**config.mk**
```make
export PLATFORM = sky130hd
export DESIGN_NAME = dac_in_port
export DESIGN_NICKNAME = d
export VERILOG_FILES = /design/src/rtl/dac_in_pkg.sv /design/src/rtl/dac_in_edge.sv /design/src/rtl/dac_in_fmt.sv /design/src/rtl/dac_in_pair.sv /design/src/rtl/dac_in_port.sv
export SDC_FILE = /design/constraint.sdc
export NUM_CORES = 1
export LEC_CHECK = 0
export ABC_AREA = 1
export ABC_CLOCK_PERIOD_IN_PS = 2500
export CAP_MARGIN = 0
export CORE_MARGIN = 2
export CORE_UTILIZATION = 54
export DETAILED_ROUTE_END_ITERATION = 16
export DONT_BUFFER_PORTS = 1
export PLACE_DENSITY = 0.77
export SLEW_MARGIN = 20
export SYNTH_ARGS = -nofsm -noshare
export SYNTH_HDL_FRONTEND = slang
export SYNTH_HIERARCHICAL = 1
export SYNTH_SLANG_ARGS = --single-unit
```
**constraint.sdc**
```tcl
create_clock -name clk_i -period 2.5 [get_ports clk_i]
set_input_delay 0.375 -clock clk_i [delete_from_list [all_inputs] [get_ports clk_i]]
set_output_delay 0.375 -clock clk_i [all_outputs]
set_load 0.01 [all_outputs]
```
**src/rtl/dac_in_pkg.sv**
```systemverilog
package dac_in_pkg;
  typedef enum logic {CH_Q = 1'b0, CH_I = 1'b1} chan_e;

  function automatic logic [13:0] unused_stub(input logic [13:0] x);
    return x;
  endfunction
endpackage

```
**src/rtl/dac_in_edge.sv**
```systemverilog
module dac_in_edge #(
  parameter int W = 14
) (
  input  logic         clk_i,
  input  logic         rst_ni,
  input  logic         fall_edge_i,
  input  logic         dclk_i,
  input  logic [W-1:0] bus_a_i,
  input  logic [W-1:0] bus_b_i,
  output logic         cap_o,
  output logic [W-1:0] a_o,
  output logic [W-1:0] b_o
);
  logic dclk_s1, dclk_s2;
  logic [W-1:0] a_s1, b_s1;

  always_ff @(posedge clk_i or negedge rst_ni) begin
    if (!rst_ni) begin
      dclk_s1 <= 1'b0;
      dclk_s2 <= 1'b0;
      a_s1    <= '0;
      b_s1    <= '0;
    end else begin
      dclk_s1 <= dclk_i;
      dclk_s2 <= dclk_s1;
      a_s1    <= bus_a_i;
      b_s1    <= bus_b_i;
    end
  end

  always_comb begin
    if (fall_edge_i) cap_o = dclk_s2 & ~dclk_s1;
    else             cap_o = dclk_s1 & ~dclk_s2;
  end

  assign a_o = a_s1;
  assign b_o = b_s1;

  // the same data-clock level cannot yield two captures back to back
  p_edge_gap_r3: assert property (@(posedge clk_i) disable iff (!rst_ni)
    cap_o |=> !cap_o);
endmodule

```
**src/rtl/dac_in_fmt.sv**
```systemverilog
module dac_in_fmt #(
  parameter int W     = 14,
  parameter int LANES = 2
) (
  input  logic                     offset_bin_i,
  input  logic [LANES-1:0][W-1:0]  raw_i,
  output logic [LANES-1:0][W-1:0]  tc_o
);
  localparam int MSB = W - 1;

  for (genvar g = 0; g < LANES; g++) begin : g_lane
    always_comb begin
      tc_o[g]      = raw_i[g];
      tc_o[g][MSB] = raw_i[g][MSB] ^ offset_bin_i;
    end
  end
endmodule

```
**src/rtl/dac_in_pair.sv**
```systemverilog
module dac_in_pair
  import dac_in_pkg::*;
#(
  parameter int W = 14
) (
  input  logic         clk_i,
  input  logic         rst_ni,
  input  logic         dual_mode_i,
  input  logic         cap_i,
  input  chan_e        sel_i,
  input  logic [W-1:0] a_i,
  input  logic [W-1:0] b_i,
  output logic         pair_vld_o,
  output logic [W-1:0] pair_i_o,
  output logic [W-1:0] pair_q_o,
  output logic         err_o
);
  logic [W-1:0] held_i, held_q;
  logic         have_q, err_q, vld_q;

  always_ff @(posedge clk_i or negedge rst_ni) begin
    if (!rst_ni) begin
      held_i <= '0;
      held_q <= '0;
      have_q <= 1'b0;
      err_q  <= 1'b0;
      vld_q  <= 1'b0;
    end else begin
      vld_q <= 1'b0;
      if (cap_i) begin
        if (dual_mode_i) begin
          held_i <= a_i;
          held_q <= b_i;
          have_q <= 1'b0;
          vld_q  <= 1'b1;
        end else if (sel_i == CH_I) begin
          held_i <= a_i;
          if (have_q) begin
            vld_q  <= 1'b1;
            have_q <= 1'b0;
          end else begin
            err_q <= 1'b1;
          end
        end else begin
          held_q <= a_i;
          if (have_q) err_q <= 1'b1;
          have_q <= 1'b1;
        end
      end
    end
  end

  assign pair_vld_o = vld_q;
  assign pair_i_o   = held_i;
  assign pair_q_o   = held_q;
  assign err_o      = err_q;

  // error flag is sticky
  p_err_sticky_r8: assert property (@(posedge clk_i) disable iff (!rst_ni)
    err_q |=> err_q);
  // a pair only follows a capture
  p_pair_after_cap_r5: assert property (@(posedge clk_i) disable iff (!rst_ni)
    vld_q |-> $past(cap_i));
  // in shared-bus mode only an I word completes a pair
  p_single_emit_on_i_r5: assert property (@(posedge clk_i) disable iff (!rst_ni)
    (vld_q && !$past(dual_mode_i)) |-> ($past(sel_i) == CH_I));
endmodule

```
**src/rtl/dac_in_port.sv**
```systemverilog
module dac_in_port
  import dac_in_pkg::*;
#(
  parameter int W = 14
) (
  input  logic         clk_i,
  input  logic         rst_ni,
  input  logic         dual_mode_i,
  input  logic         fall_edge_i,
  input  logic         offset_bin_i,
  input  logic         dclk_i,
  input  logic [W-1:0] bus_a_i,
  input  logic [W-1:0] bus_b_i,
  output logic [W-1:0] i_o,
  output logic [W-1:0] q_o,
  output logic         valid_o,
  output logic         seq_err_o
);
  localparam int LANES = 2;

  logic                    cap;
  logic [W-1:0]            a_s, b_s;
  logic [LANES-1:0][W-1:0] raw, tc;
  logic                    pair_vld;
  logic [W-1:0]            pair_i, pair_q;
  chan_e                   sel;

  dac_in_edge #(.W(W)) u_edge (
    .clk_i       (clk_i),
    .rst_ni      (rst_ni),
    .fall_edge_i (fall_edge_i),
    .dclk_i      (dclk_i),
    .bus_a_i     (bus_a_i),
    .bus_b_i     (bus_b_i),
    .cap_o       (cap),
    .a_o         (a_s),
    .b_o         (b_s)
  );

  assign raw[0] = a_s;
  assign raw[1] = b_s;
  // select bit is taken raw, before format conversion
  assign sel    = chan_e'(b_s[W-1]);

  dac_in_fmt #(.W(W), .LANES(LANES)) u_fmt (
    .offset_bin_i (offset_bin_i),
    .raw_i        (raw),
    .tc_o         (tc)
  );

  dac_in_pair #(.W(W)) u_pair (
    .clk_i       (clk_i),
    .rst_ni      (rst_ni),
    .dual_mode_i (dual_mode_i),
    .cap_i       (cap),
    .sel_i       (sel),
    .a_i         (tc[0]),
    .b_i         (tc[1]),
    .pair_vld_o  (pair_vld),
    .pair_i_o    (pair_i),
    .pair_q_o    (pair_q),
    .err_o       (seq_err_o)
  );

  always_ff @(posedge clk_i or negedge rst_ni) begin
    if (!rst_ni) begin
      i_o     <= '0;
      q_o     <= '0;
      valid_o <= 1'b0;
    end else begin
      valid_o <= pair_vld;
      if (pair_vld) begin
        i_o <= pair_i;
        q_o <= pair_q;
      end
    end
  end

  // valid is a single-cycle pulse
  p_valid_pulse_r2: assert property (@(posedge clk_i) disable iff (!rst_ni)
    valid_o |=> !valid_o);
  // outputs hold between pairs
  p_hold_outputs_r2: assert property (@(posedge clk_i) disable iff (!rst_ni)
    !$past(pair_vld) |-> ($stable(i_o) && $stable(q_o)));
endmodule

```
# == Yosys cells after proc, flatten, opt, wreduce, memory -nomap -nowiden ==
# Cells that the tools add are included.
# classes
order_cmp,0
n_eq_ne,2
n_reduce_logical,5
bitwise,7
add_sub_neg,0
multipliers,0
div,0
muxes,14
shift,0
# ops
op,n
$mux 14,4
$mux 1,10
$ne 2x2->1 const B,2
$reduce_and 2->1,2
$reduce_and 4->1,1
$reduce_bool 2->1,2
$not 1->1,3
$and 1x1->1,2
$xor 1x1->1,2
# totals
reg_bits,90
mem_bits_rw,0
romBits,0
latchBits,0
out_inout_bits,30
mem_count,0
in_bits,34

# == Logic depth before layout (Yosys ltp) ==
# Gate-level depths: netlist of run 1.
# depth
word_depth,4
mapped_depth,8
depth_no_buf,7

# == Cells and area by module ==
# The synthesis of run 1 kept the hierarchy.
# modules_own_cells
mod,area_per_inst_um2,cells_per_inst,n_inst,seq_area_each_um2
dac_in_pair,1401.3,181,1,775.7
dac_in_port,1101.1,119,1,725.7
dac_in_edge,775.7,36,1,750.7
dac_in_fmt,229.0,35,1,0.0

# == Worst setup path before layout of run 1 ==
# Ideal clock, no wire load.
# synth_timing
kind,register -> register
startpoint,register u_edge.dclk_s1
endpoint,register u_pair.held_q[0] (netlist: u_pair/pair_q_o[0])
t_arrival_ns,1.105
setup_ns,0.065
path_slack_ns,1.330
synth_period_minus_slack_ns,1.170
t_required_ns,2.435
path_stages_with_launch,9
cell_sequence,dfrtp_1 -> inv_1 -> nand3_1 -> nand2_1 -> inv_2 -> a21oi_4 -> buf_4 -> nand2_1 -> nand2_1
# synth_via
elab_chain_cells,4
word_cells_on_any_way,5
classes_between,1 x mux; 3 x bitwise; 1 x reduce/logical
# synth_rtl
element,line,source
from (decl),dac_in_edge.sv:14,"logic dclk_s1, dclk_s2;"
from (signal assigned),dac_in_edge.sv:24,dclk_s1 <= dclk_i;
$not 1->1,dac_in_edge.sv:32,if (fall_edge_i) cap_o = dclk_s2 & ~dclk_s1;
$and 1x1->1,dac_in_edge.sv:32,
$mux 1 *,dac_in_edge.sv:32,
net cap,dac_in_port.sv:21,logic cap;
$reduce_and 2->1 (no source line) *,n/a,
to (signal assigned),dac_in_pair.sv:33,held_q <= b_i;
to (signal assigned),dac_in_pair.sv:45,held_q <= a_i;
to (decl),dac_in_pair.sv:18,"logic [W-1:0] held_i, held_q;"
# The timed path passes the listed nets; every way through them passes the cells marked *.
# A chain may end at the register's enable or synchronous reset.

==> out/metrics.yaml, run 1 <==
synthesis:
  synthTopCellsByArea: "dfrtp_1, nand2_1, buf_4"
  yosys.area_share.simple: 0.250
  synth_top_family_by_area: "simple AND/OR/NAND/NOR gates"
  synth_fp_nets: 405
  syn_area_sq_mm: 0.00351
  synth_top_area_share: 0.642
  yosysSeqAreaShare: 0.642
  synth_seq_cells: 90
  synth_compound_gate_area_share: 0.00856
  ys_warn_count: 6
  synth_cells: 371
  postSynthAreaPerCell_sq_um: 9.45
  synthXorXnorAreaFrac: 0
  synthMuxAreaShare: 0
  yosys.area.top_type: "dfrtp_1"
  synth_fa_ha_area_frac: 0
  ys_types: 15
finish:
  diodes: 0
  layout_commonest_cell: "nand2_1"
  final_cell_mix: "nand2_1, dfrtp_1, clkbuf_8"
  areaGrowthSynthToFinish_pct: 0.821
  nets: 380
  drive_gt1_frac: 0.0684
  post-route-util: 0.560
cts:
  cts_tree: "done"
  htree_levels: 3
  numCtsBuffers: 9
  path_clk_slew_ns: 0.09
  cts_root_buf: "clkbuf_8"
  cts_max_path_buffers: 2
  cts_setup_buffers: 0
  cts_sinks: 90
  clock_latency_ns: 0.35
power:
  vdd_drop_max_mv: 0.436
  power_density_mw_per_mm2: 908
  power.total_mw: 3.21
  power_leakage_nw: 1.92
timing:
  worstMarginPinSlew_ns: 0.837
  drv_slew: 0
  max_freq_mhz: 611
  setup_viol: 0
  rsz0062_at_grt: "no"
  hold_viol: 0
  period_share: 0.655
  period_minus_slack_ns: 1.64
  slew-limit-headroom: 0.442
  finalClockSkew_ns: 0.00728
  fin_tns_setup_ns: 0
  setup_ws_ns: 0.864
min_path:
  worstHoldPathType: "input pin to register"
detailed_routing:
  wl_met3_um: 436
  vias: 2062
  avgRoutedWirePerCell_um: 14.0
  highest_layer: "met4"
  ant_nets: 0
  routed-wl-met2_mm: 2.73
  vias_per_cell: 4.82
  met1_length_mm: 2.75
  drc: 0
  wirelength_mm: 6.00
  drt_pass1_iterations: 4
  drtIter0Drc: 231
grt:
  first_global_vias: 2126
  overflow: 0
  grt_pass1_wl_mm: 10.4
  grt_max_degree: 91
  grtUsageTotal: 0.188
  antenna_found_initial: 0
floorplanning:
  io_pins: 64
  initial_core_util: 0.555
  dieArea_sq_mm: 0.00716
  core_area_sq_mm: 0.00631
  die_height_um: 84.6
  rows: 29
  die_width_um: 84.6
setup_path:
  crit_fanout: 30
  critPathCaptureType: "register"
  crit_slowest_cell: "dfrtp_1"
  cp.required_ns: 2.74
  cp.arrival_ns: 1.88
  cpPeakStageDelay_ns: 0.90
  crit_family: "flip-flops"
  cp_common_cell: "nand2_1"
  critical_path_class: "register to register"
  path_cells: "inv_2 > nand2_1 > nand2_1"
  cp-start-kind: "register"
  cp_num_buf_inv: 1
placed_design:
  io_buffers: 0
  pre_cts_slack_ns: 0.874
  place.gp.congestion: 0.814
  dp_hpwl_mm: 4.18
status:
  status: "finished clean"
flow_run:
  drv_cap: 0
==> path summary, 6_finish.rpt <==
path	cells after the start	from	endpoint	slack (ns)
max	3	u_pair/pair_vld_o$_DFF_PN0_	i_o[11]$_DFFE_PN0P_	0.86
min	0	bus_b_i[6]	u_edge/b_o[6]$_DFF_PN0_	0.04
max reg2reg	3	u_pair/pair_vld_o$_DFF_PN0_	i_o[11]$_DFFE_PN0P_	0.86
min reg2reg	0	u_edge/dclk_s1$_DFF_PN0_	u_edge/dclk_s2$_DFF_PN0_	0.41
max in group asynchronous	2	rst_ni	i_o[12]$_DFFE_PN0P_	1.58
min in group asynchronous	2	rst_ni	u_edge/a_o[8]$_DFF_PN0_	0.58
==> where the power goes <==
| group | total [mW] | leakage [nW] | switching [mW] | internal [mW] |
|---|---|---|---|---|
| clock | 0.987 | 0.0962 | 0.493 | 0.495 |
| combinational | 0.294 | 0.713 | 0.184 | 0.110 |
| sequential | 1.93 | 1.11 | 0.236 | 1.69 |
| total | 3.21 | 1.92 | 0.913 | 2.30 |
==> worst reg2reg max path, cell delays in order (launching register included) <==
cell and delay [ns]:
dfrtp_1 0.90, inv_2 0.41, nand2_1 0.17, nand2_1 0.06
==> routing by layer <==
layer,GRT usage,up-vias
li1,-,1039
met5,0,-
met2,0.271,58
met4,0.0693,0
met1,0.266,957
met3,0.0688,8
==> sequential cells by signal (all words and copies together) (netlist names) <==
register,flops
i_o,14
q_o,14
u_edge/a_o,14
u_edge/b_o,14
u_edge/dclk_s1,1
u_edge/dclk_s2,1
u_pair/err_o,1
u_pair/have_q,1
u_pair/pair_i_o,14
u_pair/pair_q_o,14
u_pair/pair_vld_o,1
valid_o,1
==> cells by family (layout without fill, tap and decap cells) <==
logic type / after synthesis / in the layout
compound gates: 3 / 3
buf+inv: 48 / 28
flops: 90 / 90
simple gates: 230 / 230
==> per-stage QoR <==
step,hold slack (ns),cell area (sq um),cells
5_1_grt,0.0145,3540,428
3_3_place_gp,0.0807,3290,410
2_1_floorplan,0.0794,3510,371
3_5_place_dp,0.0809,3290,410
6_report,0.0440,3540,428
4_1_cts,0.0283,3540,428
==> cell usage after synthesis (all sizes together) <==
master    n
inv      10
dfrtp    90
a21oi     2
nor2      7
buf      38
o21ai     1
nand2   221
nand3     2
==> what timing repair did <==
action                    in CTS  in global routing
gates resized for setup        0                  0
hold endpoints to repair      90                  0
hold buffers                   2                  0
==> final cells by class <==
cell class | count | area, sq um
fill | 565 | 2780
sequential | 90 | 2250
multi-input combinational | 233 | 908
clock buffer | 11 | 141
tap | 77 | 96.3
clock inverter | 5 | 62.6
timing repair buffer | 2 | 37.5
inverter | 10 | 37.5
Note: power is estimated with default switching activity, not from simulation.
==> run 2: changes to the inputs <==
--- a/config.mk
+++ b/config.mk
@@ -5,14 +5,14 @@
 export SDC_FILE = /design/constraint.sdc
 export NUM_CORES = 1
 export LEC_CHECK = 0
-export ABC_AREA = 1
-export ABC_CLOCK_PERIOD_IN_PS = 2500
+export ABC_AREA = 0
+export ABC_CLOCK_PERIOD_IN_PS = 1300
 export CAP_MARGIN = 0
 export CORE_MARGIN = 2
 export CORE_UTILIZATION = 54
 export DETAILED_ROUTE_END_ITERATION = 16
 export DONT_BUFFER_PORTS = 1
-export PLACE_DENSITY = 0.77
+export PLACE_DENSITY = 0.8
 export SLEW_MARGIN = 20
 export SYNTH_ARGS = -nofsm -noshare
 export SYNTH_HDL_FRONTEND = slang
==> constraint.sdc (replaced) <==
create_clock -name clk_i -period 1.3 [get_ports clk_i]
set_input_delay 0.195 -clock clk_i [delete_from_list [all_inputs] [get_ports clk_i]]
set_output_delay 0.195 -clock clk_i [all_outputs]
set_load 0.01 [all_outputs]
==> out/metrics.yaml, run 2 <==
setup_path:
  crit_fanout: 6  # was 30
  cp.required_ns: 1.54  # was 2.74 ns
  cp.arrival_ns: 1.72  # was 1.88 ns
  critical_path_class: "register to register"  # unchanged
  cp-start-kind: "register"  # unchanged
  critPathCaptureType: "register"  # unchanged
status:
  status: "complete, but fails checks"  # was finished clean
  violations: "hold timing, setup timing"
synthesis:
  synth_top_area_share: 0.631  # was 0.642
  synth_seq_cells: 90  # unchanged
  yosysMostFrequentCell: "dfrtp_1"  # was nand2_1
  synth_ff_type: "dfrtp_1"  # unchanged
  yosysSeqAreaShare: 0.631  # was 0.642
  postSynthAreaPerCell_sq_um: 15.4  # was 9.45 sq um
  ys_warn_count: 6  # unchanged
  syn_area_sq_mm: 0.00357  # was 0.00351 sq mm
  synth_common_cells: "dfrtp_1, mux2_4, buf_4"  # was nand2_1, dfrtp_1, buf_4
  synth-edff-count: 0  # unchanged
  synth_fp_nets: 265  # was 405
  synthTopCellsByArea: "dfrtp_1, mux2_4, buf_4"  # was dfrtp_1, nand2_1, buf_4
  ys_types: 25  # was 15
  yosys.area.top_type: "dfrtp_1"  # unchanged
  synthArstFlopShare: 1.00  # unchanged
  synth_cells: 231  # was 371
placed_design:
  dp_hpwl_mm: 3.77  # was 4.18 mm
  io_buffers: 0  # unchanged
  place.gp.congestion: 0.696  # was 0.814
flow_run:
  drv_cap: 0  # unchanged
cts:
  numCtsBuffers: 9  # unchanged
  path_clk_slew_ns: 0.09  # about the same
  cts_hold_buffers: 30  # was 2
  clock_latency_ns: 0.35  # about the same
  cts_root_buf: "clkbuf_8"  # unchanged
  cts_sinks: 90  # unchanged
  cts_max_path_buffers: 2  # unchanged
  htree_levels: 3  # unchanged
  cts_tree: "done"  # unchanged
floorplanning:
  io_pins: 64  # unchanged
  dieArea_sq_mm: 0.00727  # was 0.00716 sq mm
  initial_core_util: 0.559  # was 0.555
  rows: 29  # unchanged
  die_width_um: 85.3  # was 84.6 um
  die_height_um: 85.3  # was 84.6 um
  core_area_sq_mm: 0.00639  # was 0.00631 sq mm
timing:
  setup_viol: 30  # was 0
  drv_slew: 0  # unchanged
  worstMarginPinSlew_ns: 0.407  # was 0.837 ns
  max_freq_mhz: 674  # was 611 MHz
  fin_tns_setup_ns: -4.02  # was 0 ns
  finalClockSkew_ns: 0.00892  # was 0.00728 ns
  period_minus_slack_ns: 1.48  # was 1.64 ns
  setup_ws_ns: -0.183  # was 0.864 ns
  holdWs_ns: -0.459  # was 0.0440 ns
  slew-limit-headroom: 0.728  # was 0.442
  period_share: 1.14  # was 0.655
  hold_viol: 90  # was 0
  rsz0062_at_grt: "yes"  # was no
finish:
  drive_gt1_frac: 0.372  # was 0.0684
  areaGrowthSynthToFinish_pct: 18.6  # was 0.821%
  multi_input_area_sq_mm: 0.00119  # was 908 sq um
  final_cell_mix: "dfrtp_1, mux2_4, dlygate4sd3_1"  # was nand2_1, dfrtp_1, clkbuf_8
  fillerInstances: 433  # was 565
  post-route-util: 0.663  # was 0.560
  diodes: 0  # unchanged
  layout_commonest_cell: "dfrtp_1"  # was nand2_1
  nets: 282  # was 380
  seq_area_sq_mm: 0.00225  # about the same
min_path:
  worstHoldPathType: "input pin to asynchronous set/reset pin"  # was input pin to register
detailed_routing:
  avgRoutedWirePerCell_um: 19.0  # was 14.0 um
  ant_nets: 0  # unchanged
  wirelength_mm: 6.28  # was 6.00 mm
  drc: 0  # unchanged
  drtIter0Drc: 111  # was 231
  vias_per_cell: 5.51  # was 4.82
  drt_pass1_iterations: 4  # unchanged
  vias: 1818  # was 2062
power:
  power_density_mw_per_mm2: 1720  # was 908 mW/mm^2
  vdd_drop_max_mv: 1.14  # was 0.436 mV
  power_leakage_nw: 1.84  # was 1.92 nW
grt:
  first_global_vias: 1856  # was 2126
  grt_max_degree: 91  # unchanged
  overflow: 0  # unchanged
  grt_pass1_wl_mm: 10.1  # was 10.4 mm
  antenna_found_initial: 0  # unchanged
  grtUsageTotal: 0.183  # was 0.188
## run 2: cell count changes in the layout (fill, tap and decap cells not counted), sizes merged, moves of 2 or more
| cell | before | now |
|---|---|---|
| xor2 | 0 | 3 |
| nand2 | 221 | 1 |
| o22ai | 0 | 14 |
| inv | 11 | 1 |
| o32ai | 0 | 11 |
| nor4b | 0 | 3 |
| mux2 | 0 | 43 |
| nand3 | 2 | 0 |
| nor3 | 0 | 3 |
| nand2b | 0 | 3 |
| nor2 | 7 | 15 |
| o21ai | 1 | 3 |
| dlygate4sd3 | 1 | 30 |
| buf | 1 | 13 |
## run 2: through the flow
| step | hold slack, ns | power, mW | cell area [sq um] | instances | setup WS [ns] |
|---|---|---|---|---|---|
| floorplan | -0.101 | 4.93 | 3650 | 231 | -0.0756 |
| global placement | -0.0989 | 5.05 | 3530 | 278 | -0.131 |
| detailed placement | -0.0996 | 5.11 | 3530 | 278 | -0.169 |
| CTS | -0.484 | 7.30 | 4170 | 329 | -0.125 |
| global route | -0.487 | 7.61 | 4230 | 330 | -0.276 |
| finish | -0.459 | 7.27 | 4230 | 330 | -0.183 |
## run 2: path summary, 6_finish.rpt
kind | start | to | slack (ns) | cells past startpoint
hold / removal | rst_ni | u_edge/a_o[2]$_DFF_PN0_ | -0.46 | 0
min in group clk_i | dual_mode_i | u_pair/pair_q_o[9]$_DFFE_PN0P_ | 0.03 | 2
hold reg to reg | u_edge/b_o[7]$_DFF_PN0_ | u_pair/pair_q_o[7]$_DFFE_PN0P_ | 0.50 | 2
setup reg to reg | u_edge/dclk_s1$_DFF_PN0_ | u_pair/pair_q_o[4]$_DFFE_PN0P_ | -0.18 | 8
max in group asynchronous | rst_ni | u_pair/pair_vld_o$_DFF_PN0_ | 1.59 | 0
setup / recovery | u_edge/dclk_s1$_DFF_PN0_ | u_pair/pair_q_o[4]$_DFFE_PN0P_ | -0.18 | 8
## run 2: worst max-delay path, stage by stage, from the launching register on
cell and delay (ns):
dfrtp_1 0.38, buf_4 0.14, nand2b_4 0.05, o21ai_4 0.15, buf_12 0.15, nand2b_4 0.08, buf_16 0.15, o32ai_2 0.22
nor2_1 0.06
## run 2: cells by family after synthesis
group                  synth area share
buffers and inverters            0.0901
XOR/XNOR                        0.00736
multiplexers                      0.167
AO/OA/AOI/OAI                    0.0645
AND/OR/NAND/NOR                  0.0396
flip-flops                        0.631
## run 2: cell type report
class,instances,area share
clock buffer,12,0.0343
clock inverter,4,0.0177
inverter,1,0.000887
multi-input combinational,103,0.280
sequential,90,0.533
tap,77,0.0228
timing repair buffer,43,0.111
## run 2: power breakdown
part           switching [mW]  internal (mW)  total [mW]  leakage, nW
Clock                   0.922           1.14        2.06        0.103
Sequential              0.668           3.42        4.09         1.06
Combinational           0.306          0.816        1.12        0.674
## run 2: metal layers
layer,wire length [um],up-vias,GRT usage
li1,-,828,-
met1,2860,933,0.261
met2,2960,50,0.267
met3,363,7,0.0574
met4,89,0,0.0693
met5,0,-,0
## run 2: what timing repair did
action / CTS / global route
setup buffers: 3 / 1
cloned: 2 / 0
hold endpoints to repair: 120 / 90
setup endpoints to repair: 29 / 30
pin swaps: 3 / 1
gates resized for setup: 10 / 7
